<file path="config.mk">
export PLATFORM = sky130hd
export DESIGN_NAME = phase_lock_monitor
export DESIGN_NICKNAME = d
export VERILOG_FILES = /design/src/rtl/lockdet_pkg.sv /design/src/rtl/lockdet_phase_meter.sv /design/src/rtl/lockdet_run_counter.sv /design/src/rtl/lockdet_fsm.sv /design/src/rtl/phase_lock_monitor.sv
export SDC_FILE = /design/constraint.sdc
export NUM_CORES = 1
export LEC_CHECK = 0
export ABC_AREA = 1
export BUFFER_PORTS_ARGS = -buffer_cell sky130_fd_sc_hd__buf_2
export CAP_MARGIN = 20
export CORE_MARGIN = 2
export CORE_UTILIZATION = 40
export DETAILED_ROUTE_END_ITERATION = 10
export PLACE_DENSITY = 0.63
export REMOVE_ABC_BUFFERS = 1
export SETUP_SLACK_MARGIN = 0.5
export SYNTH_ARGS = -nofsm -noshare
export SYNTH_HDL_FRONTEND = slang
export SYNTH_SLANG_ARGS = --single-unit
</file>
<file path="constraint.sdc">
create_clock -name clk -period 1.6 [get_ports clk]
set_clock_uncertainty 0.15 [all_clocks]
set_input_delay 0.16 -clock clk [delete_from_list [all_inputs] [get_ports clk]]
set_output_delay 0.16 -clock clk [all_outputs]
set_load 0.01 [all_outputs]
</file>
<file path="src/rtl/lockdet_pkg.sv">
package lockdet_pkg;

    typedef enum logic [1:0] {
        VERD_GOOD = 2'd0,
        VERD_MID  = 2'd1,
        VERD_BAD  = 2'd2
    } verdict_e;

    typedef enum logic {
        ST_SEEK   = 1'b0,
        ST_LOCKED = 1'b1
    } lock_state_e;

endpackage

</file>
<file path="src/rtl/lockdet_phase_meter.sv">
module lockdet_phase_meter
    import lockdet_pkg::*;
#(
    parameter int TICK_W = 8
) (
    input  logic              clk,
    input  logic              rst_n,
    input  logic              up_i,
    input  logic              dn_i,
    input  logic              ref_stb,
    input  logic [TICK_W-1:0] set_ticks,
    input  logic [TICK_W-1:0] clr_ticks,
    output logic [TICK_W-1:0] err_ticks,
    output verdict_e          verdict
);

    localparam logic [TICK_W-1:0] TICK_MAX = {TICK_W{1'b1}};
    localparam logic [TICK_W-1:0] TICK_ONE = {{(TICK_W-1){1'b0}}, 1'b1};

    logic pulse_on;
    logic overrun;

    assign pulse_on = up_i | dn_i;
    // A pulse still high in the strobe cycle did not end inside the old window
    assign overrun  = ref_stb & pulse_on;

    // Tick counter for the open window; saturates instead of wrapping
    always_ff @(posedge clk or negedge rst_n) begin
        if (!rst_n) begin
            err_ticks <= '0;
        end else if (ref_stb) begin
            err_ticks <= pulse_on ? TICK_ONE : '0;
        end else if (pulse_on && (err_ticks != TICK_MAX)) begin
            err_ticks <= err_ticks + TICK_ONE;
        end
    end

    // Judgement of the window being closed (meaningful when ref_stb is high)
    always_comb begin
        if (overrun || (err_ticks > clr_ticks)) begin
            verdict = VERD_BAD;
        end else if (err_ticks < set_ticks) begin
            verdict = VERD_GOOD;
        end else begin
            verdict = VERD_MID;
        end
    end

endmodule

</file>
<file path="src/rtl/lockdet_run_counter.sv">
module lockdet_run_counter #(
    parameter int RUN_SHORT = 3,
    parameter int RUN_LONG  = 5,
    parameter int RUN_W     = $clog2(RUN_LONG + 1)
) (
    input  logic             clk,
    input  logic             rst_n,
    input  logic             sel_long,
    input  logic             run_clr,
    input  logic             run_inc,
    output logic [RUN_W-1:0] run_cnt,
    output logic             run_hit
);

    localparam logic [RUN_W:0] NEED_SHORT = RUN_SHORT[RUN_W:0];
    localparam logic [RUN_W:0] NEED_LONG  = RUN_LONG[RUN_W:0];

    logic [RUN_W:0] run_next;
    logic [RUN_W:0] need;

    assign need     = sel_long ? NEED_LONG : NEED_SHORT;
    assign run_next = {1'b0, run_cnt} + 1'b1;
    // The good window now being judged would complete the run
    assign run_hit  = (run_next >= need);

    always_ff @(posedge clk or negedge rst_n) begin
        if (!rst_n) begin
            run_cnt <= '0;
        end else if (run_clr) begin
            run_cnt <= '0;
        end else if (run_inc) begin
            run_cnt <= run_next[RUN_W-1:0];
        end
    end

endmodule

</file>
<file path="src/rtl/lockdet_fsm.sv">
module lockdet_fsm
    import lockdet_pkg::*;
(
    input  logic     clk,
    input  logic     rst_n,
    input  logic     ref_stb,
    input  verdict_e verdict,
    input  logic     run_hit,
    output logic     lock_o,
    output logic     run_inc,
    output logic     run_clr
);

    lock_state_e state_q;
    lock_state_e state_d;

    always_ff @(posedge clk or negedge rst_n) begin
        if (!rst_n) begin
            state_q <= ST_SEEK;
        end else begin
            state_q <= state_d;
        end
    end

    always_comb begin
        state_d = state_q;
        unique case (state_q)
            ST_SEEK: begin
                if (ref_stb && (verdict == VERD_GOOD) && run_hit) begin
                    state_d = ST_LOCKED;
                end
            end
            ST_LOCKED: begin
                if (ref_stb && (verdict == VERD_BAD)) begin
                    state_d = ST_SEEK;
                end
            end
            default: state_d = ST_SEEK;
        endcase
    end

    always_comb begin
        lock_o  = 1'b0;
        run_inc = 1'b0;
        run_clr = 1'b0;
        unique case (state_q)
            ST_SEEK: begin
                if (ref_stb) begin
                    if ((verdict == VERD_GOOD) && !run_hit) begin
                        run_inc = 1'b1;
                    end else begin
                        run_clr = 1'b1;
                    end
                end
            end
            ST_LOCKED: begin
                lock_o  = 1'b1;
                run_clr = 1'b1;
            end
            default: run_clr = 1'b1;
        endcase
    end

endmodule

</file>
<file path="src/rtl/phase_lock_monitor.sv">
module phase_lock_monitor
    import lockdet_pkg::*;
#(
    parameter int TICK_W    = 8,
    parameter int RUN_SHORT = 3,
    parameter int RUN_LONG  = 5
) (
    input  logic              clk,
    input  logic              rst_n,
    input  logic              up_i,
    input  logic              dn_i,
    input  logic              ref_stb,
    input  logic              sel_five,
    input  logic [TICK_W-1:0] set_ticks,
    input  logic [TICK_W-1:0] clr_ticks,
    output logic              lock_o
);

    localparam int RUN_W = $clog2(RUN_LONG + 1);

    logic [TICK_W-1:0] err_ticks;
    verdict_e          verdict;
    logic [RUN_W-1:0]  run_cnt;
    logic              run_hit;
    logic              run_inc;
    logic              run_clr;

    lockdet_phase_meter #(
        .TICK_W(TICK_W)
    ) i_meter (
        .clk      (clk),
        .rst_n    (rst_n),
        .up_i     (up_i),
        .dn_i     (dn_i),
        .ref_stb  (ref_stb),
        .set_ticks(set_ticks),
        .clr_ticks(clr_ticks),
        .err_ticks(err_ticks),
        .verdict  (verdict)
    );

    lockdet_run_counter #(
        .RUN_SHORT(RUN_SHORT),
        .RUN_LONG (RUN_LONG),
        .RUN_W    (RUN_W)
    ) i_run (
        .clk     (clk),
        .rst_n   (rst_n),
        .sel_long(sel_five),
        .run_clr (run_clr),
        .run_inc (run_inc),
        .run_cnt (run_cnt),
        .run_hit (run_hit)
    );

    lockdet_fsm i_fsm (
        .clk    (clk),
        .rst_n  (rst_n),
        .ref_stb(ref_stb),
        .verdict(verdict),
        .run_hit(run_hit),
        .lock_o (lock_o),
        .run_inc(run_inc),
        .run_clr(run_clr)
    );

endmodule

</file>
; Word level (Yosys, flattened, before mapping)
; Index checks and enable logic that the tools add are counted.
[word_totals]
regBits = 12
latchBits = 0
mem_bits_rw = 0
mem_bits_ro = 0
inputBits = 22
output_inout_bits = 1
word_cells = 41
n_memories = 0
[op_classes]
add_sub_neg = 2
multipliers = 0
div = 0
n_lt_le_gt_ge = 3
eq_ne = 2
shifts = 0
n_mux = 18
bitwise_logic = 3
reduce_logical = 10
[ops]
columns = op, n
row1 = 2-to-1 mux 8 bit, 2
row2 = 2-to-1 mux 1 bit, 10
row3 = 2-to-1 mux 3 bit, 3
row4 = "adder 8 x 1 -> 8 bit, second input constant", 1
row5 = greater-than comparator 8 bit, 1
row6 = < comparator 8 bit, 1
row7 = "!= test 8 bit, second input constant", 1
row8 = logical AND 1 bit, 5
row9 = "adder 3 x 1 -> 4 bit, second input constant", 1
row10 = greater-or-equal comparator 4 bit, 1
row11 = one-hot mux 1 bit (2 select lines), 2
row12 = nonzero test 2 bit, 2
row13 = "== test 2 bit, second input constant", 1
row14 = logical NOT 2 bit, 1
row15 = 2-to-1 mux 2 bit, 1
row16 = AND 1 bit, 1
row17 = logical NOT 1 bit, 1
row18 = logical OR 1 bit, 1
row19 = NOT 1 bit, 1
row20 = OR 1 bit, 1

; Logic depth before layout (Yosys ltp)
; Gate-level depths: netlist of run 1.
[depth]
ltp_word = 11
ltp_mapped = 12
mapped_depth_nobuf = 12

; Cells and area by module
; A second synthesis of run 1 with hierarchy kept.
[unflattened]
cells_unflattened = 175
hier_area_um2 = 1201.2
[modules_own_cells]
columns = mod, instances, cells_per_inst, area_each_um2, seq_area_each_um2
row1 = lockdet_phase_meter, 1, 132, 913.4, 200.2
row2 = lockdet_run_counter, 1, 29, 200.2, 75.1
row3 = lockdet_fsm, 1, 14, 87.6, 25.0

; Least setup slack after synthesis of run 1
; No wires, ideal clock.
[synth_path]
kind = reg-to-reg
startpoint = reg i_run.run_cnt[0]
endpoint = reg i_run.run_cnt[0]
setup_time_ns = 0.065
arrival_time_ns = 1.434
t_required_ns = 1.385
setup_slack_ns = -0.049
path_stages_with_launch = 9
path_buffers = 0
synth_period_minus_slack_ns = 1.649
cell_sequence = dfrtp_1 > ha_1 > xor2_1 > ha_1 > nand2_1 > nand3_1 > nor2_1 > nand4_1 > nand2_1
[synth_via]
elab_chain_len = 8
word_cells_on_any_way = 13
cone_classes = add/sub (1) / order compare (1) / mux (8) / reduce/logical (3)
[synth_rtl]
columns = element, line
row1 = start: declaration, lockdet_run_counter.sv:11  ; output logic [RUN_W-1:0] run_cnt,
row2 = start signal: assignment, lockdet_run_counter.sv:32  ; run_cnt <= run_next[RUN_W-1:0];
row3 = adder 3 x 1 -> 4 bit (*), lockdet_run_counter.sv:22  ; assign run_next = {1'b0, run_cnt} + 1'b1;
row4 = greater-or-equal comparator 4 bit, lockdet_run_counter.sv:24  ; assign run_hit = (run_next >= need);
row5 = logical NOT 1 bit, lockdet_fsm.sv:49  ; if ((verdict == VERD_GOOD) && !run_hit) begin
row6 = logical AND 1 bit, lockdet_fsm.sv:49
row7 = 2-to-1 mux 1 bit, lockdet_fsm.sv:49
row8 = 2-to-1 mux 1 bit, lockdet_fsm.sv:48  ; if (ref_stb) begin
row9 = one-hot mux 1 bit (2 select lines) or 2-to-1 mux 1 bit (tied branches), lockdet_fsm.sv:46  ; unique case (state_q)
row10 = 2-to-1 mux 3 bit or nonzero test 2 bit (tied branches), --
; Every way passes the cells marked *; elsewhere a longest branch is shown, timed or not. The select of a mux whose other input is x is not followed.
; A chain may end at the register's enable or synchronous reset.

; Worst setup path in the final report of run 1
[layout_path]
startpoint = reg i_meter.err_ticks[0]
endpoint = reg i_meter.err_ticks[6]
[layout_via]
elab_chain_len = 3
word_cells_on_any_way = 6
cone_classes = add/sub (1) / eq/ne (1) / mux (2) / reduce/logical (2)
[layout_rtl]
columns = element, line
row1 = start: declaration, lockdet_phase_meter.sv:13  ; output logic [TICK_W-1:0] err_ticks,
row2 = start signal: assignment, lockdet_phase_meter.sv:32  ; err_ticks <= pulse_on ? TICK_ONE : '0;
row3 = start signal: assignment, lockdet_phase_meter.sv:34  ; err_ticks <= err_ticks + TICK_ONE;
row4 = adder 8 x 1 -> 8 bit or != test 8 bit (tied branches), "lockdet_phase_meter.sv:34, lockdet_phase_meter.sv:33"
row5 = 2-to-1 mux 8 bit or logical AND 1 bit (tied branches), lockdet_phase_meter.sv:33  ; end else if (pulse_on && (err_ticks != TICK_MAX)) begin
row6 = 2-to-1 mux 8 bit or nonzero test 2 bit (tied branches), --
; Several ways; a longest one is shown, not always the timed one. The select of a mux whose other input is x is not followed.

==> reports/qor.csv, run 1 <==
stage,metric,value,unit
status,status,"finished, violations left",
status,violations in the final reports,setup timing,
route,Routed Wire Length,3032,um
placed_design,Port Buffer Count,22,
sta,Final min period,1801,ps
finish,Non-Filler Instances,237,
floorplanning,num rows,18,
placed_design,gpl congestion,0.8861,
worst_setup_path,WS Path Type,reg2reg,
global_routing,vias in the first global route,1171,
yosys,Yosys cell types,24,
cts,clk_lat worst skew,280,ps
worst_setup_path,Crit path top cell by count,buf_6,
yosys,"Primary FF master, synth",dfrtp_1,
worst_setup_path,FF-to-FF End,i_meter.err_ticks[6]$_DFFE_PN0P_,
worst_setup_path,reg2reg path depth,10,
yosys,Avg Inst Size Synth,7.203,sq um
floorplanning,Initial Util,43.02,%
global_routing,initial antenna violation count,0,
worst_setup_path,Worst R2R Start,i_meter.err_ticks[0]$_DFFE_PN0P_,
finish,fin area,1714,sq um
route,Iteration-0 DRC Markers,21,
placed_design,DP Cell Count,219,
sta,Final Hold Viols,0,
yosys,Post-Synthesis Cell Area,1095,sq um
yosys,synthesized instance count,152,
worst_setup_path,critical path depth in cells,10,
route,final antenna-violating net count,0,
cts,CTS Buffer Depth,2,
worst_setup_path,arrival time at the worst endpoint,1820,ps
cts,TritonCTS clock tree,done,
global_routing,All-Layer GR Usage,18.26,%
power_and_ir_drop,Max IR drop VDD,726.9,uV
yosys,Seq cells post-synth,12,
global_routing,first-pass GRT wire length,4643,um
worst_setup_path,highest net fanout along the worst path,6,
sta,Slew headroom,70.99,%
cts,Clock Pin Slew Worst Setup and Hold Paths,80,ps
worst_setup_path,"Buf+Inv Stages, Crit Path",4,
route,vias post-DR,1189,
finish,final net count,248,
sta,Fmax,555.3,MHz
worst_setup_path,"Req. time, crit path",1620,ps
floorplanning,core area,2545,sq um
power_and_ir_drop,total power draw,1.160,mW
floorplanning,chip width,56.32,um
worst_setup_path,"Max stage delay cell, worst path",dfrtp_1,
finish,area growth from synthesis to layout,56.57,%
worst_setup_path,CP startpoint kind,flop,
sta,Slew @ Worst Pin,430.5,ps
sta,crit share post-route,112.6,%
yosys,"EDFF count, synth",0,
run,Max-Cap Viols,0,
sta,fin. max-slew vios,0,
placed_design,post-detailed-placement half-perimeter wirelength,2081,um
finish,most frequent cells in the layout,"inv_1 (28), nand2_1 (28), buf_2 (21)",
sta,final setup margin,-200.9,ps
cts,Root Driver,clkbuf_4,
finish,Filler cells,206,
finish,diodes inserted,0,
floorplanning,die height,56.32,um
yosys,sequential fraction of the synthesis area,27.43,%
worst_setup_path,Critical Path Source,i_meter.err_ticks[0]$_DFFE_PN0P_,
sta,Setup Viol. Count Final,12,
power_and_ir_drop,leakage power,0.9394,nW
cts,H-tree Lvls,1,
worst_setup_path,reg2reg setup slack,-200,ps
worst_setup_path,worst path cell trace,buf_6 -> ha_4 -> nand2_2 -> inv_2 -> a31oi_4 -> buf_6 -> buf_6 -> nand3_2 -> nand2_1 -> nor2_1,
worst_hold_path,worst hold path type,in2reg,
yosys,Synth warnings,0,
placed_design,dpl ws,-168.9,ps
route,DRT Pass-1 Iters,4,
route,# DRC,0,
cts,CTS buffer count,3,
floorplanning,DIE AREA,3171,sq um
worst_setup_path,Critical Path Sink,i_meter.err_ticks[6]$_DFFE_PN0P_,
finish,storage element area,301.5,sq um
worst_setup_path,Crit path max-delay family,buffers and inverters,
global_routing,gr ovfl total,0,
worst_setup_path,CP peak stage delay,420,ps
finish,share of post-route cells with drive strength above 1,45.41,%
power_and_ir_drop,PwrDens,676.5,nW/um^2
sta,RSZ-0062 raised after global routing,true,
route,Avg WL per Cell,12.79,um
global_routing,pin count of the biggest net entering global routing,13,
route,Via density,5.017,
worst_setup_path,crit path capture type,flop,
yosys,Async SR Flop Fraction,100.0,%
sta,Hold WS,22.68,ps
finish,multi-input combinational cell area,843.3,sq um
placed_design,Placed Area,1355,sq um
cts,CTS sink count,12,
floorplanning,Top-Level Pins,23,
[cells by family after synthesis]
| kind of cell | count (synthesis) | synth area share, % |
|---|---|---|
| compound gates | 24 | 13.72 |
| xor+xnor | 1 | 0.8001 |
| fa+ha+maj | 18 | 20.57 |
| buf+inv | 33 | 11.31 |
| flops | 12 | 27.43 |
| simple gates | 64 | 26.17 |
[how the worst min path moves through the flow]
stage	to	slack [ps]	cells past startpoint	startpoint
5_1_grt	i_meter.err_ticks[0]$_DFFE_PN0P_	40	4	ref_stb
4_1_cts	i_meter.err_ticks[1]$_DFFE_PN0P_	20	4	ref_stb
3_3_place_gp	i_run.run_cnt[0]$_DFFE_PN0P_	-90	1	rst_n
2_1_floorplan	i_fsm.state_q$_DFF_PN0_	-290	0	rst_n
6_report	i_meter.err_ticks[0]$_DFFE_PN0P_	20	4	ref_stb
3_5_place_dp	i_run.run_cnt[0]$_DFFE_PN0P_	-90	1	rst_n
[worst reg2reg max path: cells and delay by family (launching register included)]
kind | cells | cell delay [ps]
flops | 1 | 420
compound gates | 1 | 300
fa+ha+maj | 1 | 150
buf+inv | 4 | 440
simple gates | 4 | 240
[through the flow]
step                util [%]  TNS (ps)
floorplan                  -    -150.8
global placement       53.24    -973.9
detailed placement     53.24     -1157
CTS                    58.90    -523.6
global route           67.36     -2593
finish                 67.36     -1799
[Yosys cell counts, types with 2 or more instances]
cell     count  share of area, %
dfrtp_1     12                27
nand2_1     33                11
nand3_1      7               3.2
inv_2        4               1.4
nand4_1      4               2.3
nand2_2      3               1.7
o21ai_0      6               2.7
a21oi_1     10               4.6
o21ai_1      2              0.91
nor2_1      12               4.1
ha_1        18                21
inv_1       29               9.9
[layer usage]
metal	up-vias	GRT usage [%]	routed length [um]
li1	600	-	-
met2	25	32.61	1669
met1	558	21.51	1201
met4	0	5.442	27
met5	-	0	0
met3	6	4.378	134
[repair_timing]
action	in CTS	in global routing
resized for setup	15	35
hold endpoints to repair	12	0
pin swaps	8	21
setup buffers	6	7
hold buffers	1	0
setup endpoints to repair	13	13
[report_power, final]
group	internal, mW	total (mW)	switching, mW
Sequential	0.344	0.384	0.0398
Combinational	0.274	0.526	0.252
Clock	0.138	0.249	0.111
[flip-flops by register name, indices dropped and copies added, names as in the netlist]
name and flops:
i_fsm.state_q 1, i_meter.err_ticks 8, i_run.run_cnt 3
[layout make-up]
| class | instances | area share, % |
|---|---|---|
| sequential | 12 | 17.59 |
| inverter | 33 | 7.518 |
| timing repair buffer | 51 | 21.39 |
| clock buffer | 4 | 2.117 |
| multi-input combinational | 107 | 49.20 |
| tap | 30 | 2.190 |
Power figures use the tool's default switching activity.
==> run 2: changes to the inputs <==
--- a/config.mk
+++ b/config.mk
@@ -10,7 +10,7 @@
 export CAP_MARGIN = 20
 export CORE_MARGIN = 2
-export CORE_UTILIZATION = 40
+export CORE_UTILIZATION = 48
 export DETAILED_ROUTE_END_ITERATION = 10
-export PLACE_DENSITY = 0.63
+export PLACE_DENSITY = 0.73
 export REMOVE_ABC_BUFFERS = 1
 export SETUP_SLACK_MARGIN = 0.5
--- a/constraint.sdc
+++ b/constraint.sdc
@@ -3,3 +3,3 @@
 set_input_delay 0.16 -clock clk [delete_from_list [all_inputs] [get_ports clk]]
 set_output_delay 0.16 -clock clk [all_outputs]
-set_load 0.01 [all_outputs]
+set_load 0.02 [all_outputs]
==> run 2 against run 1 <==
The run still ends with setup timing left. Sequential power grew 2%. Register-to-register slack gained 30 ps. Worst hold slack lost 3.2 ps. Combinational power shrank 18%. Count of clock-buffer cells in the layout is the same. Wire length grew 0.33%. Total power shrank 7.3%. Sequential share of layout area grew 1.4 points. Fmax grew 1.8%. Via count shrank 2.0%. Critical path depth shrank 1. Core utilization grew 5.4 points. Critical path type unchanged. Highest routed layer unchanged.
==> reports/qor.csv, run 2 (same netlist as run 1, synthesis figures left out) <==
stage,metric,value,unit,change
worst_setup_path,WS Path Type,reg2reg,,
finish,area growth from synthesis to layout,45.60,%,
power_and_ir_drop,leakage power,0.9069,nW,-3.5%
power_and_ir_drop,P_int,689.3,uW,-8.9%
cts,CTS Buffer Depth,2,,unchanged
cts,clk_lat worst skew,280,ps,about the same
run,Max-Cap Viols,0,,unchanged
power_and_ir_drop,PwrDens,674.6,nW/um^2,-0.28%
floorplanning,num rows,17,,-1
sta,Final Hold Viols,0,,unchanged
cts,Root Driver,clkbuf_4,,
floorplanning,Top-Level Pins,23,,unchanged
global_routing,first-pass GRT wire length,4733,um,+1.9%
power_and_ir_drop,Max IR drop VDD,618.9,uV,-15%
finish,"commonest non-fill, non-tap cell in the layout",nand2_1,,
sta,Setup Viol. Count Final,12,,unchanged
status,violations in the final reports,setup timing,,
power_and_ir_drop,total power draw,1.075,mW,-7.3%
finish,share of post-route cells with drive strength above 1,38.00,%,-7.4 points
finish,most frequent cells in the layout,"nand2_1 (32), inv_1 (29), buf_2 (21)",,
worst_setup_path,highest net fanout along the worst path,5,,-1
worst_setup_path,"Req. time, crit path",1630,ps,about the same
global_routing,All-Layer GR Usage,23.63,%,+5.4 points
floorplanning,core area,2191,sq um,-14%
worst_setup_path,arrival time at the worst endpoint,1800,ps,-20 ps
finish,Non-Filler Instances,228,,-3.8%
finish,"Core Util, Final",72.76,%,+5.4 points
finish,Largest regs,"i_meter.err_ticks (8), i_run.run_cnt (3), i_fsm.state_q (1)",,
cts,H-tree Lvls,1,,unchanged
cts,CTS buffer count,3,,unchanged
finish,Largest Register,i_meter.err_ticks,,
finish,diodes inserted,0,,unchanged
cts,TritonCTS clock tree,done,,
global_routing,vias in the first global route,1139,,-2.7%
power_and_ir_drop,sw power,386.0,uW,-4.1%
sta,Fmax,565.2,MHz,+1.8%
status,status,"finished, violations left",,
floorplanning,chip width,51.76,um,-8.1%
finish,multi-input combinational cell area,794.5,sq um,-5.8%
route,Avg WL per Cell,13.34,um,+4.3%
power_and_ir_drop,Comb power frac,40.1,%,-5.3 points
sta,Final min period,1769,ps,-31.49 ps
finish,final net count,241,,-2.8%
sta,fin. max-slew vios,0,,unchanged
cts,Clock Pin Slew Worst Setup and Hold Paths,80,ps,about the same
route,vias post-DR,1165,,-2.0%
placed_design,gpl congestion,0.7812,,-12%
placed_design,Port Buffer Count,22,,unchanged
route,DRT Pass-1 Iters,4,,unchanged
worst_hold_path,worst hold path type,in2reg,,
floorplanning,Initial Util,49.97,%,+7.0 points
route,Routed Wire Length,3042,um,+0.33%
route,Via density,5.110,,+1.8%
worst_setup_path,Critical Path Sink,i_meter.err_ticks[2]$_DFFE_PN0P_,,
sta,Slew @ Worst Pin,330.2,ps,-100.4 ps
worst_setup_path,reg2reg path depth,9,,-1
finish,Filler cells,160,,-22%
route,final antenna-violating net count,0,,unchanged
floorplanning,die height,51.76,um,-8.1%
route,# DRC,0,,unchanged
worst_setup_path,Critical Path Source,i_meter.err_ticks[1]$_DFFE_PN0P_,,
placed_design,DP Cell Count,213,,-2.7%
worst_setup_path,Worst R2R Start,i_meter.err_ticks[1]$_DFFE_PN0P_,,
power_and_ir_drop,switch share,35.90,%,+1.2 points
sta,final setup margin,-169.4,ps,+31.49 ps
sta,RSZ-0062 raised after global routing,true,,
worst_setup_path,CP startpoint kind,flop,,
worst_setup_path,crit path capture type,flop,,
finish,storage element area,302.8,sq um,+0.41%
floorplanning,DIE AREA,2679,sq um,-16%
sta,Slew headroom,77.91,%,+6.9 points
global_routing,initial antenna violation count,0,,unchanged
worst_setup_path,FF-to-FF End,i_meter.err_ticks[2]$_DFFE_PN0P_,,
route,Iteration-0 DRC Markers,12,,-43%
sta,crit share post-route,110.6,%,-2.0 points
global_routing,gr ovfl total,0,,unchanged
finish,Largest register FFs,8,,unchanged
placed_design,post-detailed-placement half-perimeter wirelength,2033,um,-2.3%
global_routing,pin count of the biggest net entering global routing,13,,unchanged
power_and_ir_drop,sequential share of power,36.6,%,+3.5 points
cts,CTS sink count,12,,unchanged
power_and_ir_drop,clock power share,23.3,%,+1.8 points
worst_setup_path,reg2reg setup slack,-170,ps,+30 ps
run 2: cell types whose count changed in the layout (fill, tap and decap cells not counted), sizes merged:
| cell | previous run | this run |
|---|---|---|
| buf | 50 | 43 |
run 2: power groups by stage:
stage          Clock, mW  Sequential, mW  Combinational [mW]
5_1_grt            0.259           0.399               0.482
4_1_cts            0.248           0.391               0.402
3_5_place_dp           0           0.386               0.339
6_report           0.251           0.393               0.431
2_1_floorplan          0           0.400               0.188
3_3_place_gp           0           0.384               0.328
run 2: metrics by stage:
| stage | TNS [ps] | worst slack (ps) | hold slack [ps] | cell area (sq um) |
|---|---|---|---|---|
| floorplan | -150.8 | -48.82 | -285.6 | 1095 |
| global placement | -1060 | -150.1 | -90.26 | 1323 |
| detailed placement | -1525 | -216.0 | -85.57 | 1323 |
| CTS | -843.6 | -157.7 | 20.90 | 1516 |
| global route | -2047 | -231.6 | 54.42 | 1594 |
| finish | -1154 | -169.4 | 19.44 | 1594 |
run 2: what timing repair did:
action	4_1_cts	5_1_grt
pin swaps	11	11
hold buffers	1	0
setup endpoints to repair	13	13
hold endpoints to repair	12	0
buffers inserted	8	2
gates resized for setup	22	11
run 2: worst min-delay path by stage:
stage / start / endpoint / cells after the start
2_1_floorplan: rst_n / i_fsm.state_q$_DFF_PN0_ / 0
3_3_place_gp: rst_n / i_run.run_cnt[1]$_DFFE_PN0P_ / 1
3_5_place_dp: rst_n / i_run.run_cnt[1]$_DFFE_PN0P_ / 1
4_1_cts: ref_stb / i_meter.err_ticks[1]$_DFFE_PN0P_ / 4
5_1_grt: ref_stb / i_meter.err_ticks[1]$_DFFE_PN0P_ / 4
6_report: ref_stb / i_meter.err_ticks[1]$_DFFE_PN0P_ / 4
run 2: cell type report:
| cell class | count | share of cell area, % |
|---|---|---|
| timing repair buffer | 44 | 18.76 |
| multi-input combinational | 107 | 49.84 |
| clock buffer | 4 | 2.276 |
| tap | 28 | 2.198 |
| sequential | 12 | 19.00 |
| inverter | 33 | 7.928 |
run 2: critical path, cell delays in order, from the launching register on:
cell	delay (ps)
dfrtp_2	470
ha_4	190
nand2_4	70
inv_4	40
a31oi_4	280
buf_6	140
inv_2	30
o21ai_2	140
or2_1	120
inv_1	30
run 2: routing by layer:
metal | up-vias | share of wire [%] | GRT usage [%]
li1 | 588 | - | -
met3 | 8 | 3.0 | 2.586
met4 | 0 | 2.0 | 2.632
met1 | 542 | 41 | 27.54
met5 | - | 0 | 0
met2 | 27 | 53 | 47.01
